`src/rtl/sec_irq_ctrl.sv`:
```
module sec_irq_ctrl #(
  parameter int N     = 32,
  parameter int AW    = 10,
  parameter int PT_LO = 21,
  parameter int PT_HI = 30,
  parameter int COMB  = 31
) (
  input  logic          clk,
  input  logic          rst_n,
  input  logic [N-1:0]  irq_in,
  input  logic          bus_sel,
  input  logic          bus_wr,
  input  logic [AW-1:0] bus_addr,
  input  logic [N-1:0]  bus_wdata,
  output logic [N-1:0]  bus_rdata,
  output logic [N-1:0]  irq_out
);
  localparam logic [N-1:0] PT_MASK = ({N{1'b1}} >> (N-1-PT_HI)) & ({N{1'b1}} << PT_LO);
  localparam logic [AW-1:0] W_STAT  = AW'(0);
  localparam logic [AW-1:0] W_RAW   = AW'(1);
  localparam logic [AW-1:0] W_ENSET = AW'(2);
  localparam logic [AW-1:0] W_ENCLR = AW'(3);
  localparam logic [AW-1:0] W_SWSET = AW'(4);
  localparam logic [AW-1:0] W_SWCLR = AW'(5);
  localparam logic [AW-1:0] W_PTSET = AW'(8);
  localparam logic [AW-1:0] W_PTCLR = AW'(9);

  logic [N-1:0] lvl_q, mask_q, pt_q, mask_d, pt_d;
  logic         comb_q;
  logic         wr_en, rd_en;

  assign wr_en = bus_sel & bus_wr;
  assign rd_en = bus_sel & ~bus_wr;

  always_comb begin
    mask_d = mask_q;
    pt_d   = pt_q;
    if (wr_en) begin
      case (bus_addr)
        W_ENSET: mask_d = mask_q | bus_wdata;
        W_ENCLR: mask_d = mask_q & ~bus_wdata;
        W_SWSET: if (|bus_wdata) mask_d[0] = 1'b1;
        W_SWCLR: if (|bus_wdata) mask_d[0] = 1'b0;
        W_PTSET: pt_d = pt_q | (bus_wdata & PT_MASK);
        W_PTCLR: pt_d = pt_q & ~bus_wdata;
        default: ;
      endcase
    end
  end

  always_ff @(posedge clk) begin
    if (!rst_n) begin
      lvl_q  <= '0;
      mask_q <= '0;
      pt_q   <= '0;
      comb_q <= 1'b0;
    end else begin
      lvl_q  <= irq_in;
      mask_q <= mask_d;
      pt_q   <= pt_d;
      comb_q <= |(irq_in & mask_d);
    end
  end

  always_comb begin
    bus_rdata = '0;
    if (rd_en) begin
      case (bus_addr)
        W_STAT:  bus_rdata = lvl_q & mask_q;
        W_RAW:   bus_rdata = lvl_q;
        W_ENSET: bus_rdata = mask_q;
        W_SWSET: bus_rdata = {{(N-1){1'b0}}, lvl_q[0]};
        W_PTSET: bus_rdata = pt_q;
        default: bus_rdata = '0;
      endcase
    end
  end

  for (genvar i = 0; i < N; i++) begin : g_out
    if (i == COMB) begin : g_comb
      assign irq_out[i] = comb_q;
    end else if (i >= PT_LO && i <= PT_HI) begin : g_route
      assign irq_out[i] = lvl_q[i] & pt_q[i];
    end else begin : g_tie
      assign irq_out[i] = 1'b0;
    end
  end
endmodule

```
`config.mk`:
```
export PLATFORM = sky130hd
export DESIGN_NAME = sec_irq_ctrl
export DESIGN_NICKNAME = d
export VERILOG_FILES = /design/src/rtl/sec_irq_ctrl.sv
export SDC_FILE = /design/constraint.sdc
export NUM_CORES = 1
export LEC_CHECK = 0
export BUFFER_PORTS_ARGS = -buffer_cell sky130_fd_sc_hd__buf_4
export CAP_MARGIN = 25
export CORE_ASPECT_RATIO = 0.5
export CORE_UTILIZATION = 54
export CTS_BUF_LIST = sky130_fd_sc_hd__clkbuf_4
export CTS_CLUSTER_SIZE = 28
export DETAILED_ROUTE_END_ITERATION = 6
export PLACE_DENSITY = 0.85
export SETUP_SLACK_MARGIN = 0.05
export SYNTH_ARGS = -nofsm -noshare
export SYNTH_HDL_FRONTEND = slang
export SYNTH_SLANG_ARGS = --single-unit
```
`constraint.sdc`:
```
create_clock -name clk -period 3.9 [get_ports clk]
set_input_delay 0.78 -clock clk [delete_from_list [all_inputs] [get_ports clk]]
set_output_delay 0.78 -clock clk [all_outputs]
set_load 0.05 [all_outputs]
```
==> summary by stage, run 1 <==
Status
The run finished, with violations left. The final reports fail on design-rule violations.

Layout
After filler insertion, the fill cell instance count of the layout stands at 752. The area growth from synthesis to layout is 22.9%. The core occupancy in the finished layout is 69.7%. The top cell types in the final layout, fill and taps aside, are sky130_fd_sc_hd__buf_4 (135), sky130_fd_sc_hd__nand2_1 (107), sky130_fd_sc_hd__a21oi_1 (104). The count of nets after finishing is 846. The post-route netlist has 24.6% of its cells at a drive strength greater than 1. The finished layout holds 891 standard cells, fillers aside.

The library cell used most frequently in the layout, excluding fill and tap cells, is sky130_fd_sc_hd__buf_4.

Setup path
STA classifies the critical path endpoint as a primary output. The critical path data required time is 3120 ps. The arrival time of data at the critical path endpoint is 2960 ps. STA classifies the critical path startpoint as a primary input. The top fanout value on the critical path is 19. The critical path is of the in -> out type.

The depth of the worst register-to-register path is 6.

Synthesis
The fraction of synthesis flops using an asynchronous set or reset pin is 0%. The complex-gate fraction of the synthesized area is 24.0%. The instance count of the mapped netlist is 666. Summing every instance area after synthesis gives 5040 um^2. For this run, the number of Yosys warnings is 0. After synthesis, the share of cell area in mux cells is 3.40%.

The share of synthesized cell area in and, or, nand and nor gates is 26.1%. Synthesis inferred 97 register bits. The synthesized netlist devotes 0% of its cell area to XOR and XNOR gates. The combinational family with the most area after synthesis is simple AND/OR/NAND/NOR gates. The most used flip-flop cell after synthesis is sky130_fd_sc_hd__dfxtp_1.

The proportion of synthesized chip area in sequential cells is 38.5%. The number of distinct library cell variants in the gate-level netlist after synthesis is 57. The average cell area after synthesis is 7.57 um^2. The synthesized-area fraction occupied by adder cells is 0.198%. Counting flops with a built-in enable in the synthesized netlist gives 0.

STA
The max-slew violation total from the final report is 0. Setup total negative slack on the finished layout was measured at 0 ps. Dividing the final minimum period by the clock period gives 96.0%. The final hold violation count was 0.

The maximum clock skew at final layout is 11.1 ps. For the pin with the worst max-slew slack, the measured transition is 746 ps. The time the worst path needs with I/O delays and setup is 3740 ps.

Setup repair after global routing left no endpoint under its margin. Setup violations remaining at the end of the flow were counted as 0. The worst relative slew slack is 50.3%. Static timing analysis puts the maximum clock frequency at 267 MHz. After layout, the worst setup slack is 155 ps.

Routing
The total via count after detailed routing is 5451. Once detail routing completed, the nets flagged for antenna violations numbered 0. The detail-routed via count per cell is 6.12. The residual DRC count is 24. The mean routed wirelength per cell is 18.2 um. After the first detailed-routing iteration, the DRC count stood at 719. The first-pass iteration count of the detailed router is 7.

The total routed wirelength is 16.3 mm.

Job
The number of violations of the max-capacitance limit is 0.

Power and ir drop
VDD sags by at most 201 uV. Of the total power, the clock network draws 30.8%. Summed over all cells, the static leakage comes to 2.40 nW. The net switching fraction of the power is 28.6%. Sequential cells burn 56.2% of the power.

The net switching power of the design is 0.519 mW. The internal power of the cells is 1.29 mW. The combinational share of power is 13.0%. In this run the power density over the cells is 292 nW/um^2. The design draws 1.81 mW.

Placed design
The pre-CTS worst setup slack is 89.3 ps. The routability congestion estimate from global placement is 0.956. The number of placed cells counting well taps is 874. Detailed placement finished with a half-perimeter wire length of 11.7 mm. The number of input and output port buffers inserted is 120.

Floorplanning
For this configuration, the core starts out at a cell density of 56.7%. The die covers 9750 um^2. The core region is 8890 um^2. The die is 70.3 um tall. The chip width is 139 um. The number of placement rows is 24. The number of top-level pins is 142.

Clock network
CTS built an H-tree with a depth of 3. Buffers added to address setup during post-CTS repair amount to 0. The number of clock buffers added by TritonCTS is 9. The number of resized instances in the post-cts repair step is 0.

The clock net in this run drives a total of 97 sinks. The buffer type at the clock tree root is sky130_fd_sc_hd__clkbuf_4. TritonCTS built the clock tree. In this run the deepest clock path goes through 2 buffers. The clock latency on the worst-skew pair is 470 ps. The clock-pin slew on the worst setup and hold paths is 140 ps. The cts-stage hold buffer count is 0.

Min path
The instance count along the most critical hold path is 2. The type of the most critical hold path is reg -> reg.

Global routing
The largest net degree at the start of global routing is 55. The leftover overflow at the end of global routing is 0. Global routing consumed, over all layers together, 33.3% of the routing resources. The first global-routing pass estimated 25.2 mm of wire.

The number of antenna violations at the first check in global routing is 1. The number of global-route vias before repair is 4868.
metrics by stage:
stage,hold WS [ps],area [um^2]
after floorplan,412,5180
after global placement,418,6050
after detailed placement,424,6050
after CTS,445,6190
after global routing,455,6200
final,443,6200
Yosys cell counts (all sizes together) (3+ instances only):
library cell  count  area share, %
a311oi           11            1.9
mux2i            16            3.2
nand3            14            1.4
a31oi            11            1.4
a22o              6            1.0
a221oi            6            1.0
buf              34            4.8
o211a             3           0.60
nor2             62            5.1
nor4             13            1.6
a22oi             3           0.45
clkbuf           34            2.6
o22ai             3           0.37
dfxtp            97             39
inv               4           0.30
and2             45            5.6
nand2           107            8.0
nand4             6           0.74
o21ai            46            4.6
and3              4           0.50
a21oi           104             10
or3               4           0.50
nor3              4           0.62
power by group through the flow:
stage	Clock [mW]	Combinational [mW]	Sequential, mW
detailed placement	0	0.226	1.04
finish	0.559	0.235	1.02
CTS	0.562	0.227	1.02
global placement	0	0.224	1.04
global route	0.604	0.244	1.02
floorplan	0	0.122	1.04
path summary, 6_finish.rpt:
| check | start | end | slack, ps |
|---|---|---|---|
| max reg2reg | mask_q[28] | comb_q | 2080 |
| max | bus_addr[5] | bus_rdata[25] | 160 |
| min | pt_q[31] | pt_q[31] | 440 |
| min reg2reg | pt_q[31] | pt_q[31] | 440 |
layer usage:
metal	vias to the layer above	track usage, %	wire [um]
li1	2517	-	-
met1	2522	45.1	6730
met2	371	50.5	7050
met3	41	11.2	2120
met4	0	8.77	351
met5	-	0	0
final cells by class:
class                   instances  area, um^2  share of cell area [%]
diodes                          1        2.50                  0.0404
clock buffers                  10        75.1                    1.21
clock inverters                 6        66.3                    1.07
inverters                       5        18.8                   0.303
multi-input cells             516        2850                    46.0
flip-flops and latches         97        1940                    31.3
well taps                     117         146                    2.36
repair buffers                139        1090                    17.6
worst max-delay path, stage by stage:
cell and delay [ps]:
sky130_fd_sc_hd__buf_4 110, sky130_fd_sc_hd__or4_4 560, sky130_fd_sc_hd__or4b_4 580, sky130_fd_sc_hd__nor2_8 140, sky130_fd_sc_hd__buf_12 160, sky130_fd_sc_hd__o21ai_0 80
sky130_fd_sc_hd__a21oi_1 160, sky130_fd_sc_hd__a21oi_1 80, sky130_fd_sc_hd__nor2_2 90, sky130_fd_sc_hd__buf_4 200
cell families after synthesis:
kind of cell,Yosys count
DFF,97
other,1
AOI/OAI and AO/OA,206
buffers and inverters,73
and+or+nand+nor,271
muxes,17
adders and majority gates,1
Note: power is estimated with default switching activity, not from simulation.
==> run 2, diff against run 1 <==
==> config.mk (replaced) <==
export PLATFORM = sky130hd
export DESIGN_NAME = sec_irq_ctrl
export DESIGN_NICKNAME = d
export VERILOG_FILES = /design/src/rtl/sec_irq_ctrl.sv
export SDC_FILE = /design/constraint.sdc
export NUM_CORES = 1
export LEC_CHECK = 0
export ABC_AREA = 1
export BUFFER_PORTS_ARGS = -buffer_cell sky130_fd_sc_hd__buf_4
export CAP_MARGIN = 25
export CORE_ASPECT_RATIO = 0.5
export CORE_UTILIZATION = 55
export CTS_BUF_LIST = sky130_fd_sc_hd__clkbuf_4
export CTS_CLUSTER_SIZE = 28
export DETAILED_ROUTE_END_ITERATION = 6
export GPL_TIMING_DRIVEN = 0
export PLACE_DENSITY = 0.86
export SETUP_SLACK_MARGIN = 0.3
export SYNTH_ARGS = -nofsm -noshare
export SYNTH_HDL_FRONTEND = slang
export SYNTH_SLANG_ARGS = --single-unit
==> summary by stage, run 2 <==
Synthesis
Sequential elements use 35.6% of the synthesized area. The area of the mapped netlist is 5450 um^2. Ranked by total cell area, the synthesized netlist is headed by sky130_fd_sc_hd__dfxtp_1 (36%), sky130_fd_sc_hd__nand2_1 (19%), sky130_fd_sc_hd__inv_1 (9.4%). The most used standard cell by instance count after synthesis is sky130_fd_sc_hd__nand2_1. The average cell area after synthesis is 6.26 um^2. Counting instances in the post-synthesis netlist gives the leading cell types as sky130_fd_sc_hd__nand2_1 (269), sky130_fd_sc_hd__inv_1 (136), sky130_fd_sc_hd__dfxtp_1 (97).

By area, the combinational part of the netlist is dominated by simple AND/OR/NAND/NOR gates. The complex-gate fraction of the synthesized area is 14.8%. The synthesized netlist devotes 0% of its cell area to adder and majority cells. The instance count of the mapped netlist is 871. The synthesized netlist devotes 33.0% of its cell area to simple gates. The most used flip-flop cell after synthesis is sky130_fd_sc_hd__dfxtp_1. The mux share of post-synthesis cell area is 0%. The netlist uses 31 different library cells.

The xor and xnor area share after synthesis is 0%. The share of Yosys cell area claimed by the top area cell type is 35.6%. The number of synthesized flops with an enable pin is 0. sky130_fd_sc_hd__dfxtp_1 takes more of the synthesized area than any other cell. For this run, the number of Yosys warnings is 0. In the synthesized netlist the async set-or-reset flop fraction comes to 0%. The total of flip-flops plus latches after synthesis is 97.

Layout
Leaving out fill and tap cells, the most frequent cells in the layout are sky130_fd_sc_hd__nand2_1 (269), sky130_fd_sc_hd__buf_4 (148), sky130_fd_sc_hd__inv_1 (136). The finished cells cover 6770 um^2. The count of fill cells added during filler insertion is 863.

Of the cells placed in the final design, the portion with a size suffix greater than 1 is 19.8%. The non-filler instance count after layout is 1166. The relative area change from synthesis to final layout is 24.2%.

Leaving out fill and tap cells, the most frequent cell in the layout is sky130_fd_sc_hd__nand2_1. The count of nets after finishing is 1103.

STA
Setup repair after global routing left no endpoint under its margin. Setup slack on the critical path of the routed design comes to 424 ps. The final hold violation count is 0. The setup TNS is 0 ps. The worst relative slew slack is 40.0%. The maximum clock skew at final layout is 5.13 ps. Of the available clock period, the critical path in the final layout requires 89.1%. The max-slew violation total from the final report is 0. For this run, the top clock speed supported by timing is 288 MHz. Setup violations remaining at the end of the flow were counted as 0.

For the pin with the worst max-slew slack, the measured transition is 901 ps. The time the worst path needs with I/O delays and setup is 3480 ps.

Floorplanning
The die is 143 um wide. The initial cell density of the core is 57.2%. The placeable core region is 9540 um^2. In this run the count of I/O pins placed on the die edge is 142. The die span in y is 72.4 um. The die covers 10300 um^2. The number of placement rows is 25.

Routing
The mean routed wirelength per cell is 14.9 um. The total routed wirelength is 17.4 mm. The number of DRC markers in iteration 0 is 686.

The detail-routed via count per cell is 5.32. The pre-antenna-repair detailed-routing pass consisted of 5 iterations. The detail route stage leaves a number of antenna-violating nets equal to 0.

For this block, the via count after detailed routing is 6208. In the routed design, unresolved DRC markers number 0.

Global routing
Entering global routing, the biggest net connects 16 pins. The wire length of the first global-routing pass is 27.2 mm. The number of global-route vias before repair is 5726. The leftover overflow at the end of global routing is 0. The total global-route track usage is 34.6%. The number of antenna violations at the first check in global routing is 1.

Setup path
STA puts the critical path data required time at 3120 ps. The kind of cell adding the most delay to the critical path is buffers and inverters. The top fanout value on the critical path is 10.

The number of buffer and inverter instances along the worst setup path is 6. The slowest cell on the critical path is sky130_fd_sc_hd__buf_4. At the worst endpoint, the arrival time is 2700 ps. The delay of the slowest cell on the worst path is 250 ps.

The critical path goes through buf_4, nor2_1, nand2_1, inv_2, nand2_2, inv_2, buf_6, clkbuf_4, nand2_1, a21oi_1, buf_4. The critical path in this run is classified as in -> out. The worst setup path is captured at a primary output. The worst setup path is launched from a primary input.

Placed design
Once placement completed, the tool counted placed cells totaling 1146. The routability congestion estimate from global placement is 0.909. The number of input and output port buffers inserted is 120. Detailed placement finished with a half-perimeter wire length of 12.6 mm.

The post-detailed-placement cell area is 6600 um^2. Timing analysis after detailed placement gives a worst setup slack of 285 ps.

Clock network
The number of buffers added by the clock tree synthesis step is 9. TritonCTS built the clock tree. The cts-stage hold buffer count is 0. The clock net in this run drives a total of 97 sinks.

The clock latency on the worst-skew pair is 490 ps. The H-tree was split into 3 levels. The buffer type at the clock tree root is sky130_fd_sc_hd__clkbuf_4. The clock-pin slew on the worst setup and hold paths is 150 ps. The maximum buffer depth of the clock tree is 2.

Power and ir drop
Dividing total power by cell area gives a power density of 269 nW/um^2. In this run the static leakage power is 3.46 nW. Total power for the finished layout comes to 1.82 mW.

The maximum vdd ir drop is 146 uV.

Status
The flow ran to the end, and the final reports show no timing, DRC or antenna violations.

Job
The tool flagged a number of max-cap violations equal to 0.

Min path
The type of the most critical hold path is in -> reg.
run 2: changes by cell type in the layout (fill, tap and decap cells not counted), moves of 22 or more:
cell,change
sky130_fd_sc_hd__nand2_1,+162
sky130_fd_sc_hd__inv_1,+132
sky130_fd_sc_hd__a21oi_1,-41
sky130_fd_sc_hd__o21ai_0,-35
sky130_fd_sc_hd__and2_1,-43
sky130_fd_sc_hd__o21ai_1,+35
sky130_fd_sc_hd__nand3_1,+56
sky130_fd_sc_hd__nor2_2,-22
sky130_fd_sc_hd__nor2_1,+36
run 2: worst paths after layout:
kind,cells past startpoint,slack (ps),to,start
setup reg to reg,10,2630,comb_q,mask_q[13]
setup / recovery,11,420,bus_rdata[21],bus_addr[2]
hold reg to reg,2,470,pt_q[8],pt_q[8]
hold / removal,3,460,lvl_q[4],irq_in[4]
run 2: final cells by class:
type                    count  area [um^2]  area share [%]
multi-input cells         590         2700            39.8
flip-flops and latches     97         1940            28.7
repair buffers            123          923            13.6
inverters                 143          537            7.93
plain buffers              61          365            5.39
well taps                 135          169            2.49
clock buffers              11         82.6            1.22
clock inverters             5         56.3           0.831
diodes                      1         2.50          0.0369
run 2: timing repair:
action,CTS,global route
setup endpoints to repair,1,5
setup buffers,2,0
pin swaps,1,0
gates resized for setup,0,3
run 2: worst min-delay path: stages:
cell and delay (ps):
sky130_fd_sc_hd__buf_4 80, sky130_fd_sc_hd__nand2_1 40, sky130_fd_sc_hd__inv_1 40
run 2: metrics by stage:
stage / utilization, % / hold WS, ps
floorplan: - / 432
global placement: 69.2 / 439
detailed placement: 69.2 / 447
CTS: 70.8 / 458
global route: 71.0 / 463
finish: 71.0 / 462
run 2: logic make-up (layout without fill, tap and decap cells):
logic type	Yosys count	in the layout
AOI/OAI and AO/OA	134	134
and+or+nand+nor	435	435
DFF	97	97
buffers and inverters	204	343
other	1	22
run 2: layer usage:
layer	vias to the layer above	track usage [%]	routed length, um
met5	-	0	0
met4	0	14.7	400
met2	406	56.2	7740
li1	2986	-	-
met1	2762	44.5	7110
met3	54	8.25	2180
run 2: where the power goes:
group / internal [mW] / total (mW) / switching (mW) / leakage (nW)
sequential: 1.01 / 1.02 / 0.00606 / 0.790
combinational: 0.0840 / 0.237 / 0.153 / 2.59
clock: 0.209 / 0.572 / 0.363 / 0.0768
total: 1.30 / 1.82 / 0.523 / 3.46
